==> config.mk <==
export PLATFORM = sky130hd
export DESIGN_NAME = serial_dac_bank
export DESIGN_NICKNAME = d
export VERILOG_FILES = /design/src/rtl/dac_bank_pkg.sv /design/src/rtl/dac_sync.sv /design/src/rtl/dac_frame_shift.sv /design/src/rtl/dac_frame_decode.sv /design/src/rtl/dac_chan_regs.sv /design/src/rtl/serial_dac_bank.sv
export SDC_FILE = /design/constraint.sdc
export NUM_CORES = 1
export LEC_CHECK = 0
export ABC_CLOCK_PERIOD_IN_PS = 1400
export BUFFER_PORTS_ARGS = -buffer_cell sky130_fd_sc_hd__buf_2
export CAP_MARGIN = 10
export CORE_MARGIN = 1.5
export CORE_UTILIZATION = 49
export DETAILED_ROUTE_END_ITERATION = 6
export PLACE_DENSITY = 0.86
export SYNTH_ARGS = -nofsm -noshare
export SYNTH_HDL_FRONTEND = slang
export SYNTH_SLANG_ARGS = --single-unit
==> constraint.sdc <==
create_clock -name clk_i -period 1.4 [get_ports clk_i]
set_input_delay 0.07 -clock clk_i [delete_from_list [all_inputs] [get_ports clk_i]]
set_output_delay 0.07 -clock clk_i [all_outputs]
set_load 0.01 [all_outputs]
==> src/rtl/dac_bank_pkg.sv <==
package dac_bank_pkg;
  localparam int unsigned DEF_NUM_CH  = 6;
  localparam int unsigned DEF_CODE_W  = 8;
  localparam int unsigned DEF_ADDR_W  = 3;
  localparam int unsigned DEF_MATCH_W = 4;
  localparam int unsigned DEF_SYNC    = 2;
endpackage

==> src/rtl/dac_sync.sv <==
module dac_sync #(
  parameter int unsigned W      = 3,
  parameter int unsigned STAGES = 2
) (
  input  logic         clk_i,
  input  logic         rst_ni,
  input  logic [W-1:0] async_i,
  output logic [W-1:0] sync_o
);
  logic [STAGES-1:0][W-1:0] stage_q;

  always_ff @(posedge clk_i or negedge rst_ni) begin
    if (!rst_ni) stage_q <= '0;
    else begin
      stage_q[0] <= async_i;
      for (int i = 1; i < STAGES; i++) stage_q[i] <= stage_q[i-1];
    end
  end

  assign sync_o = stage_q[STAGES-1];
endmodule

==> src/rtl/dac_frame_shift.sv <==
module dac_frame_shift #(
  parameter int unsigned FRAME_W = 15
) (
  input  logic               clk_i,
  input  logic               rst_ni,
  input  logic               shift_i,
  input  logic               bit_i,
  output logic [FRAME_W-1:0] frame_o
);
  // first bit shifted ends up at index 0
  always_ff @(posedge clk_i or negedge rst_ni) begin
    if (!rst_ni)      frame_o <= '0;
    else if (shift_i) frame_o <= {bit_i, frame_o[FRAME_W-1:1]};
  end
endmodule

==> src/rtl/dac_frame_decode.sv <==
module dac_frame_decode #(
  parameter int unsigned          NUM_CH   = 6,
  parameter int unsigned          ADDR_W   = 3,
  parameter int unsigned          MATCH_W  = 4,
  parameter logic [MATCH_W-1:0]   MATCH_LO = 4'b0011,
  parameter logic [MATCH_W-1:0]   MATCH_HI = 4'b1100
) (
  input  logic               load_i,
  input  logic               cs_i,
  input  logic [ADDR_W-1:0]  addr_i,
  input  logic [MATCH_W-1:0] match_i,
  output logic [NUM_CH-1:0]  we_o
);
  logic match_ok;
  logic hit;

  assign match_ok = cs_i ? (match_i == MATCH_HI) : (match_i == MATCH_LO);
  assign hit      = load_i && match_ok;

  for (genvar i = 0; i < NUM_CH; i++) begin : g_we
    assign we_o[i] = hit && (addr_i == ADDR_W'(i));
  end
endmodule

==> src/rtl/dac_chan_regs.sv <==
module dac_chan_regs #(
  parameter int unsigned NUM_CH = 6,
  parameter int unsigned CODE_W = 8
) (
  input  logic                           clk_i,
  input  logic                           rst_ni,
  input  logic                           clr_i,
  input  logic [NUM_CH-1:0]              we_i,
  input  logic [CODE_W-1:0]              code_i,
  output logic [NUM_CH-1:0][CODE_W-1:0]  chan_o
);
  for (genvar i = 0; i < NUM_CH; i++) begin : g_ch
    always_ff @(posedge clk_i or negedge rst_ni) begin
      if (!rst_ni)      chan_o[i] <= '0;
      else if (clr_i)   chan_o[i] <= '0;
      else if (we_i[i]) chan_o[i] <= code_i;
    end
  end
endmodule

==> src/rtl/serial_dac_bank.sv <==
module serial_dac_bank
  import dac_bank_pkg::*;
#(
  parameter int unsigned        NUM_CH   = DEF_NUM_CH,
  parameter int unsigned        CODE_W   = DEF_CODE_W,
  parameter int unsigned        ADDR_W   = DEF_ADDR_W,
  parameter int unsigned        MATCH_W  = DEF_MATCH_W,
  parameter int unsigned        SYNC     = DEF_SYNC,
  parameter logic [MATCH_W-1:0] MATCH_LO = 4'b0011,
  parameter logic [MATCH_W-1:0] MATCH_HI = 4'b1100
) (
  input  logic                          clk_i,
  input  logic                          rst_ni,
  input  logic                          sdata_i,
  input  logic                          sclk_i,
  input  logic                          strobe_i,
  input  logic                          cs_i,
  input  logic                          mon_rst_i,
  output logic [NUM_CH-1:0][CODE_W-1:0] chan_code_o
);
  localparam int unsigned FRAME_W = CODE_W + ADDR_W + MATCH_W;
  localparam int unsigned ADDR_LO = CODE_W;
  localparam int unsigned MATCH_LO_BIT = CODE_W + ADDR_W;

  logic [2:0]         lvl;
  logic               sclk_q, stb_q;
  logic               sclk_rise, stb_rise;
  logic [FRAME_W-1:0] frame_q;
  logic [NUM_CH-1:0]  we;

  dac_sync #(.W(3), .STAGES(SYNC)) u_sync (
    .clk_i, .rst_ni,
    .async_i ({strobe_i, sclk_i, sdata_i}),
    .sync_o  (lvl)
  );

  always_ff @(posedge clk_i or negedge rst_ni) begin
    if (!rst_ni) begin
      sclk_q <= 1'b0;
      stb_q  <= 1'b0;
    end else begin
      sclk_q <= lvl[1];
      stb_q  <= lvl[2];
    end
  end

  assign sclk_rise = lvl[1] & ~sclk_q;
  assign stb_rise  = lvl[2] & ~stb_q;

  dac_frame_shift #(.FRAME_W(FRAME_W)) u_shift (
    .clk_i, .rst_ni,
    .shift_i (sclk_rise),
    .bit_i   (lvl[0]),
    .frame_o (frame_q)
  );

  dac_frame_decode #(
    .NUM_CH(NUM_CH), .ADDR_W(ADDR_W), .MATCH_W(MATCH_W),
    .MATCH_LO(MATCH_LO), .MATCH_HI(MATCH_HI)
  ) u_dec (
    .load_i  (stb_rise),
    .cs_i    (cs_i),
    .addr_i  (frame_q[ADDR_LO +: ADDR_W]),
    .match_i (frame_q[MATCH_LO_BIT +: MATCH_W]),
    .we_o    (we)
  );

  dac_chan_regs #(.NUM_CH(NUM_CH), .CODE_W(CODE_W)) u_regs (
    .clk_i, .rst_ni,
    .clr_i  (mon_rst_i),
    .we_i   (we),
    .code_i (frame_q[CODE_W-1:0]),
    .chan_o (chan_code_o)
  );
endmodule

==> impl_results.md, run 1 <==
- CP startpoint kind: register
- Via density: 5.16
- DRT Pass-1 Iters: 4
- Number of synthesized flops with an enable pin: 0
- Synth warn: 0
- Port bufs: 54
- Hold crit path type: input port to asynchronous set/reset pin
- Setup Fix Bufs, Post-CTS: 0
- Worst Tran Pin Value: 0.387 ns
- Core Box Area: 5890 sq um
- Clock root buffer: clkbuf_8
- Biggest area consumer among synthesized cells: dfrtp_1
- Pleak: 2.02 nW
- Sequential fraction of the synthesis area: 59.5%
- Final setup viols: 48
- Drt total wl: 5940 um
- Die Ht: 81.0 um
- Status: finished with violations
- Routed wl met2: 2780 um
- Dpl ws: -0.226 ns
- Post-synth top flop: dfrtp_1
- Full die area: 6570 sq um
- Via count: 1,910
- Hold Violations, Final: 0
- Die Width: 81.0 um
- GRT Overall Usage: 20.4%
- Worst setup path class: register to register
- Top layer in use: met4
- Count leader, synth: dfrtp_1
- DP HPWL: 3810 um
- TritonCTS clock tree: built
- CTS Buffer Depth: 2
- Setup Total Neg Slack: -6.71 ns
- Clock slew at reported path FFs: 0.07 ns
- Setup crit end kind: register
- Tcrit/Tclk final: 115%
- Initial antenna violation count: 0
- Total global routing overflow: 0
- Share of cells above drive strength 1: 35.9%
- Initial Util: 50.7%
- Mapped Cells: 218
- Initial DRC Count: 99
- NumNets Final: 297
- WP data required: 1.61 ns
- DRC: 0
- WL met3: 270 um
- FF-to-FF path depth: 5
- Net Count, Synth: 225
- P&R area growth vs syn: 24.1%
- Final cell count without fillers: 370
- Pwr dens: 1230 nW/um^2
- Violated checks: negative setup slack
- Vias in the first global route: 1,906
- Largest net degree at the start of global routing: 72
- Worst rel slew slack: 74.2%
- Unrepaired setup endpoints after global routing: yes
- Final Max Slew Viols: 0
- Placed cells: 350
- RePlAce Congestion: 0.755
- Cell area after synthesis: 2980 sq um
- FF-to-FF End: u_regs.chan_o[37]
- Maximum VDD drop: 0.000610 V
- Avg Synthesized Cell Area: 13.7 sq um
- Post-route cell area: 3700 sq um
- Ranking of synthesized cells by area: dfrtp_1 (60%), mux2i_1 (16%), nand2b_1 (12%)
- Max Freq: 620 MHz
- Worst R2R Setup Slack: -0.21 ns
- Worst Path Max Fanout: 8
- H-tree depth: 3
- Post-synth top cells: dfrtp_1 (71), nand2b_1 (58), mux2i_1 (48), mux2_2 (15), clkbuf_1 (7)
- WP data arrival: 1.82 ns
- Seq cells post-synth: 71
- Post-route ant nets: 0
- DR WL/cell: 16.1 um
- Synth top area share: 59.5%
- ANT cells: 0
- Post-synth ARST share: 100%
- First-pass GRT wire length: 9740 um
- Cell row count: 28
- Clk_lat worst skew: 0.34 ns
- Max Cap Violations: 0
- Crit path time final: 1.61 ns
- Placed cell areas: 3450 sq um
- Fillers: 478
- Boundary pin count: 55
- PnR worst setup slack: -0.213 ns
- RR Startpoint: u_shift.frame_o[12]
- M1 WL: 2750 um
- Hold WS: 0.270 ns
- Clock Skew: 0.00828 ns
- Num CTS Buffers: 9
- CTS sink cnt: 71
- Yosys cell types: 17
## worst max path at each step
stage	start	to	depth (start not counted)
2_1_floorplan	u_shift.frame_o[12]	u_regs.chan_o[0]	5
4_1_cts	u_shift.frame_o[12]	u_regs.chan_o[37]	5
3_5_place_dp	u_shift.frame_o[12]	u_regs.chan_o[35]	5
6_report	u_shift.frame_o[12]	u_regs.chan_o[37]	5
5_1_grt	u_shift.frame_o[12]	u_regs.chan_o[3]	5
3_3_place_gp	u_shift.frame_o[11]	u_regs.chan_o[0]	5
## final cells by class
class / instances / area [sq um] / share of cell area [%]
Sequential cell: 71 / 1780 / 48.0
Multi-Input combinational cell: 134 / 1150 / 31.1
Timing Repair Buffer: 74 / 504 / 13.6
Clock buffer: 13 / 159 / 4.29
Tap cell: 75 / 93.8 / 2.53
Clock inverter: 3 / 17.5 / 0.473
## cell families after synthesis
| logic type | count (synthesis) | share of synthesized area (%) |
|---|---|---|
| buf+inv | 13 | 2.68 |
| flops | 71 | 59.5 |
| mux | 64 | 22.2 |
| simple gates | 70 | 15.6 |
## report_power, final
part / total (W) / switching (W) / internal (W) / leakage, nW
clock network: 0.00147 / 0.000736 / 0.000736 / 0.0894
registers: 0.00242 / 0.000169 / 0.00225 / 0.950
logic: 0.000668 / 0.000326 / 0.000342 / 0.980
total: 0.00456 / 0.00123 / 0.00333 / 2.02
## critical path: stages, from the launching register on
cell and delay [ns]:
dfrtp_1 0.40, and4bb_2 0.34, mux2i_4 0.10, or3b_1 0.37
buf_6 0.16, mux2i_1 0.12
## registers in the layout, indices dropped and copies added, names as in the netlist
| signal | count |
|---|---|
| u_sync.stage_q | 3 |
| u_sync.sync_o | 3 |
| stb_q | 1 |
| u_regs.chan_o | 48 |
| sclk_q | 1 |
| u_shift.frame_o | 15 |
## metal layers
layer  up-vias  global-route usage [%]
li1        886                       -
met1       961                    27.7
met2        51                    30.8
met3        12                    3.93
met4         0                    11.4
met5         -                       0
## placed cells by master (no fill, tap or decap), drive strengths merged
| master | instances |
|---|---|
| clkinvlp | 1 |
| mux2 | 15 |
| nand2 | 1 |
| buf | 70 |
| nand3b | 2 |
| or3b | 3 |
| nor3 | 1 |
| dlygate4sd3 | 4 |
| nor2 | 1 |
| and4bb | 3 |
| dfrtp | 71 |
| nor3b | 1 |
| clkinv | 2 |
| nand2b | 58 |
| mux2i | 49 |
| clkbuf | 13 |
## repair_timing
item                                    in CTS  in global routing
hold buffers                                 4                  0
endpoints found under the hold margin       74                  0
gates resized for setup                      4                  4
pin swaps                                    1                  2
endpoints found under the setup margin      48                 48
gates cloned                                 0                  0
## metrics by stage
| step | util [%] | power (W) |
|---|---|---|
| global placement | 58.6 | 0.00307 |
| global route | 62.9 | 0.00477 |
| finish | 62.9 | 0.00456 |
| floorplan | - | 0.00278 |
| CTS | 62.6 | 0.00458 |
| detailed placement | 58.6 | 0.00310 |
No activity file was read; power rests on OpenSTA's default activity.
==> run 2: changes to the inputs <==
--- a/config.mk
+++ b/config.mk
@@ -8,6 +8,7 @@
 export ABC_CLOCK_PERIOD_IN_PS = 1400
 export BUFFER_PORTS_ARGS = -buffer_cell sky130_fd_sc_hd__buf_2
 export CAP_MARGIN = 10
+export CORE_ASPECT_RATIO = 0.6
 export CORE_MARGIN = 1.5
 export CORE_UTILIZATION = 49
 export DETAILED_ROUTE_END_ITERATION = 6
==> run 2 against run 1 <==
The run still ends with negative setup slack left. Utilization grew 2.8 points. Worst setup slack got worse by 0.053 ns. Clock-buffer cell count fell by 4. Power rose by 5.5%. Clock power rose by 11%. Largest cell class unchanged. Sequential share of layout area down 0.77 points. Largest power group unchanged. Global-route usage up 2.1 points. Critical path depth up 1. Worst hold slack got worse by 0.096 ns. Clock skew is 0.0019 ns lower. Combinational power is 9.4% higher.
==> impl_results.md, run 2 (same netlist as run 1, synthesis figures left out) <==
- Port bufs: 54
- Cell row count: 21
- ANT cells: 0
- Crit-path most repeated cell: buf_6
- DP HPWL: 4410 um
- WHS Path Cells: 3
- Largest stage delay, worst path: 0.40 ns
- Initial antenna violation count: 0
- Crit path max-delay cell type: dfrtp_1
- Core Box Area: 5730 sq um
- Unrepaired setup endpoints after global routing: yes
- Via count: 1,938
- Hold endpoint: u_regs.chan_o[2]
- P&R area growth vs syn: 26.1%
- Boundary pin count: 55
- Worst Tran Pin Value: 0.460 ns
- TritonCTS clock tree: built
- Worst R2R Setup Slack: -0.27 ns
- Final Power: 0.00481 W
- Num CTS Buffers: 9
- Violated checks: negative setup slack
- CTS sink cnt: 71
- Max reg flops: 48
- NumNets Final: 297
- PnR worst setup slack: -0.266 ns
- Clock Skew: 0.00635 ns
- RR Startpoint: u_shift.frame_o[12]
- Most common cell after layout, fill and taps aside: dfrtp_1
- H-tree depth: 3
- Hold crit path type: input port to register
- Tcrit/Tclk final: 119%
- DRT Pass-1 Iters: 5
- Number of buffers and inverters on the critical path: 2
- Die Ht: 63.5 um
- Top flop regs: u_regs.chan_o: 48 flops, u_shift.frame_o: 15 flops
- Commonest non-fill, non-tap cells in the layout: dfrtp_1 (71), nand2b_1 (57), buf_2 (54)
- Total global routing overflow: 0
- Vias in the first global route: 2,062
- Worst rel slew slack: 69.3%
- FF-to-FF path depth: 6
- CP startpoint kind: register
- Share of cells above drive strength 1: 37.6%
- Clock root buffer: clkbuf_8
- DR WL/cell: 18.0 um
- Setup crit end kind: register
- Top delay family on crit path: multiplexers
- Die Width: 104 um
- RePlAce Congestion: 0.738
- Final Max Slew Viols: 0
- Hold Violations, Final: 0
- Initial Util: 52.1%
- Hold Startpoint: mon_rst_i
- Largest net degree at the start of global routing: 32
- FF-to-FF End: u_regs.chan_o[31]
- CTS Buffer Depth: 2
- First-pass GRT wire length: 11,000 um
- Crit path time final: 1.67 ns
- Pwr dens: 1280 nW/um^2
- Max Freq: 600 MHz
- Final setup viols: 48
- Pleak: 2.04 nW
- GRT Overall Usage: 22.6%
- Post-route ant nets: 0
- Worst Path Max Fanout: 8
- WP data required: 1.67 ns
- Status: finished with violations
- Via density: 5.17
- CP cell instances: and4bb_1 -> mux2i_4 -> buf_6 -> nand3b_1 -> buf_6 -> mux2i_1
- Drt total wl: 6760 um
- Clk_lat worst skew: 0.36 ns
- WP data arrival: 1.94 ns
- Max Cap Violations: 0
- Full die area: 6580 sq um
- DRC: 0
- Worst setup path class: register to register
- Maximum VDD drop: 0.000954 V
- Hold WS: 0.174 ns
- Initial DRC Count: 108
- Clock slew at reported path FFs: 0.08 ns
- Register with the most flip-flops: u_regs.chan_o
## run 2: metal layers
metal	routed length, um	GRT usage (%)	share of wire (%)	up-vias
met5	0	0	0	-
met4	87	5.38	1.3	0
met3	377	8.07	5.6	10
met2	3040	34.4	45	63
met1	3250	31.1	48	993
li1	-	-	-	872
## run 2: how the worst max path moves through the flow
stage / start / endpoint / slack (ns) / cells after the start
floorplan: u_shift.frame_o[12] / u_regs.chan_o[0] / -0.09 / 5
global placement: u_shift.frame_o[13] / u_regs.chan_o[25] / -0.19 / 6
detailed placement: u_shift.frame_o[13] / u_regs.chan_o[24] / -0.34 / 6
CTS: u_shift.frame_o[13] / u_regs.chan_o[19] / -0.23 / 5
global route: u_shift.frame_o[12] / u_regs.chan_o[28] / -0.34 / 6
finish: u_shift.frame_o[12] / u_regs.chan_o[31] / -0.27 / 6
## run 2: power by group
group | internal, W | switching, W
sequential | 0.00225 | 0.000197
clock | 0.000820 | 0.000811
combinational | 0.000367 | 0.000365
## run 2: worst reg2reg max path: cells and delay by family, from the launching register on
family | cells | cell delay, ns
DFF | 1 | 0.40
buffers and inverters | 2 | 0.34
and+or+nand+nor | 2 | 0.39
muxes | 2 | 0.46
## run 2: what timing repair did
item                       4_1_cts  5_1_grt
pin swaps                        2        3
hold buffers                     4        0
setup buffers                    0        1
gates resized for setup          9        4
hold endpoints to repair        18        0
setup endpoints to repair       48       48
## run 2: final cells by class
cell class | instances | area, sq um
timing repair buffer | 74 | 520
clock buffer | 9 | 124
tap | 80 | 100
fill | 449 | 1960
clock inverter | 7 | 73.8
sequential | 71 | 1780
multi-input combinational | 134 | 1170
## run 2: per-stage QoR
stage,std cells,TNS [ns],utilization [%],instance area (sq um),worst slack [ns]
final,375,-10.44,65.7,3760,-0.266
after global routing,375,-12.97,65.7,3760,-0.343
after CTS,375,-8.32,65.3,3740,-0.229
after detailed placement,355,-11.07,60.4,3460,-0.339
after global placement,355,-6.87,60.4,3460,-0.193
after floorplan,218,-2.34,-,2980,-0.0945
==> run 3: changes to the inputs <==
--- a/config.mk
+++ b/config.mk
@@ -12,7 +12,7 @@
 export CORE_MARGIN = 1.5
 export CORE_UTILIZATION = 49
 export DETAILED_ROUTE_END_ITERATION = 6
-export PLACE_DENSITY = 0.86
+export PLACE_DENSITY = 0.74
 export SYNTH_ARGS = -nofsm -noshare
 export SYNTH_HDL_FRONTEND = slang
 export SYNTH_SLANG_ARGS = --single-unit
==> run 3 against run 2 <==
The flow still finishes with violations (negative setup slack). Power fell by 5.6%. Global-route usage fell by 1.5 points. Routed wire length down 9.3%. Flip-flop and latch count stayed put.
==> impl_results.md, run 3 (same netlist as run 1, synthesis figures left out) <==
- Worst R2R Setup Slack: -0.20 ns
- PnR worst setup slack: -0.196 ns
- Clk_lat worst skew: 0.35 ns
- Num CTS Buffers: 9
- RePlAce Congestion: 0.742
- Cell count along the critical path: 5
- CTS Buffer Depth: 2
- Share of cells above drive strength 1: 36.1%
- Full die area: 6580 sq um
- FF-to-FF path depth: 5
- RR Startpoint: u_shift.frame_o[12]
- DRC: 0
- ANT cells: 0
- Initial DRC Count: 117
- Sw Ratio: 27.0%
- GRT Overall Usage: 21.1%
- Via density: 4.88
- Post-route ant nets: 0
- TritonCTS clock tree: built
- FF-to-FF End: u_regs.chan_o[37]
- Max Freq: 627 MHz
- Worst Tran Pin Value: 0.452 ns
- Gate power share: 15.9%
- First-pass GRT wire length: 10,200 um
- Vias in the first global route: 1,908
- Final Max Slew Viols: 0
- Total global routing overflow: 0
- Top flop regs: u_regs.chan_o: 48 flops, u_shift.frame_o: 15 flops
- CP startpoint kind: register
- Placed cell areas: 3460 sq um
- Clock root buffer: clkbuf_8
- Cell row count: 21
- Crit path time final: 1.60 ns
- Most common cell after layout, fill and taps aside: dfrtp_1
- Crit path max-delay cell type: dfrtp_1
- Pleak: 2.04 nW
- Tcrit/Tclk final: 114%
- Register area: 1780 sq um
- Die Width: 104 um
- CP cell instances: and4bb_2 -> mux2i_4 -> or3b_1 -> buf_6 -> mux2i_1
- Fillers: 479
- Number of buffers and inverters on the critical path: 1
- P&R area growth vs syn: 24.4%
- Drt total wl: 6130 um
- Part of the power in the clock network: 30.8%
- Seq pwr share: 53.3%
- Utilization after layout: 64.8%
- Area of the multi-input gates: 1160 sq um
- Largest net degree at the start of global routing: 72
- Max Cap Violations: 0
- Status: finished with violations
- Worst Path Max Fanout: 8
- Core Box Area: 5730 sq um
- Maximum VDD drop: 0.000911 V
- Pwr dens: 1220 nW/um^2
- Unrepaired setup endpoints after global routing: yes
- Hold crit path type: input port to register
- Port bufs: 54
- Setup crit end kind: register
- Register with the most flip-flops: u_regs.chan_o
- NumNets Final: 299
- Die Ht: 63.5 um
- H-tree depth: 3
- Sw power: 0.00123 W
- Hold Violations, Final: 0
- Commonest non-fill, non-tap cells in the layout: dfrtp_1 (71), nand2b_1 (57), buf_2 (54)
- Clock slew at reported path FFs: 0.07 ns
- CTS sink cnt: 71
- Boundary pin count: 55
- Via count: 1,835
- Top delay family on crit path: simple AND/OR/NAND/NOR gates
- Post-route cell area: 3710 sq um
- DR WL/cell: 16.3 um
- Initial antenna violation count: 0
- CP Launch Point: u_shift.frame_o[12]
- Worst rel slew slack: 69.9%
- Max reg flops: 48
- Clock Skew: 0.00563 ns
- Final setup viols: 48
- Largest stage delay, worst path: 0.39 ns
- WP data required: 1.61 ns
- End of the critical path: u_regs.chan_o[37]
- WP data arrival: 1.80 ns
- Cell internal pwr: 0.00331 W
- DRT Pass-1 Iters: 4
- Worst setup path class: register to register
- DP HPWL: 4080 um
- Initial Util: 52.1%
- Violated checks: negative setup slack
-- run 3: timing repair --
action | 4_1_cts | 5_1_grt
cloned | 0 | 0
hold endpoints to repair | 74 | 0
setup buffers | 2 | 0
pin swaps | 4 | 2
hold buffers | 4 | 0
endpoints found under the setup margin | 48 | 48
gates resized for setup | 6 | 2
-- run 3: power by group through the flow --
stage               Sequential, W  Clock (W)  Combinational (W)
floorplan                 0.00241          0           0.000371
global placement          0.00245          0           0.000663
detailed placement        0.00245          0           0.000673
CTS                       0.00242    0.00145           0.000729
global route              0.00246    0.00154           0.000788
finish                    0.00242    0.00140           0.000721
-- run 3: cell type report --
| class | count | share of cell area [%] |
|---|---|---|
| clock buffers | 12 | 3.91 |
| repair buffers | 76 | 13.9 |
| multi-input cells | 134 | 31.1 |
| clock inverters | 3 | 0.539 |
| well taps | 80 | 2.70 |
| flip-flops and latches | 71 | 47.8 |
-- run 3: per-layer routing --
layer  GRT usage [%]  vias up  part of all wire, %
met3            6.94        6                  6.8
met4            6.77        0                 0.59
met5               0        -                    0
met2            28.8       48                   41
li1                -      879                    -
met1            31.6      902                   52
-- run 3: how the worst min path moves through the flow --
stage                     cells after the start  slack, ns                end  startpoint
after floorplan                               0      -0.23             sclk_q      rst_ni
after global placement                        2       0.12  u_regs.chan_o[45]      rst_ni
after detailed placement                      2       0.12  u_regs.chan_o[45]      rst_ni
after CTS                                     3       0.12   u_regs.chan_o[7]   mon_rst_i
after global routing                          3       0.16  u_regs.chan_o[15]   mon_rst_i
final                                         3       0.13   u_regs.chan_o[7]   mon_rst_i
-- run 3: worst min-delay path, stage by stage --
cell and delay [ns]:
buf_2 0.18, nand2b_1 0.12, mux2i_1 0.06
-- run 3: per-stage QoR --
stage	power (W)	cells	hold WS [ns]	setup TNS, ns	setup WS (ns)
after floorplan	0.00278	218	-0.226	-2.34	-0.0945
after global placement	0.00311	356	0.122	-6.51	-0.210
after detailed placement	0.00313	356	0.121	-7.49	-0.209
after CTS	0.00459	377	0.121	-6.24	-0.195
after global routing	0.00479	376	0.164	-9.89	-0.267
final	0.00454	376	0.132	-6.11	-0.196
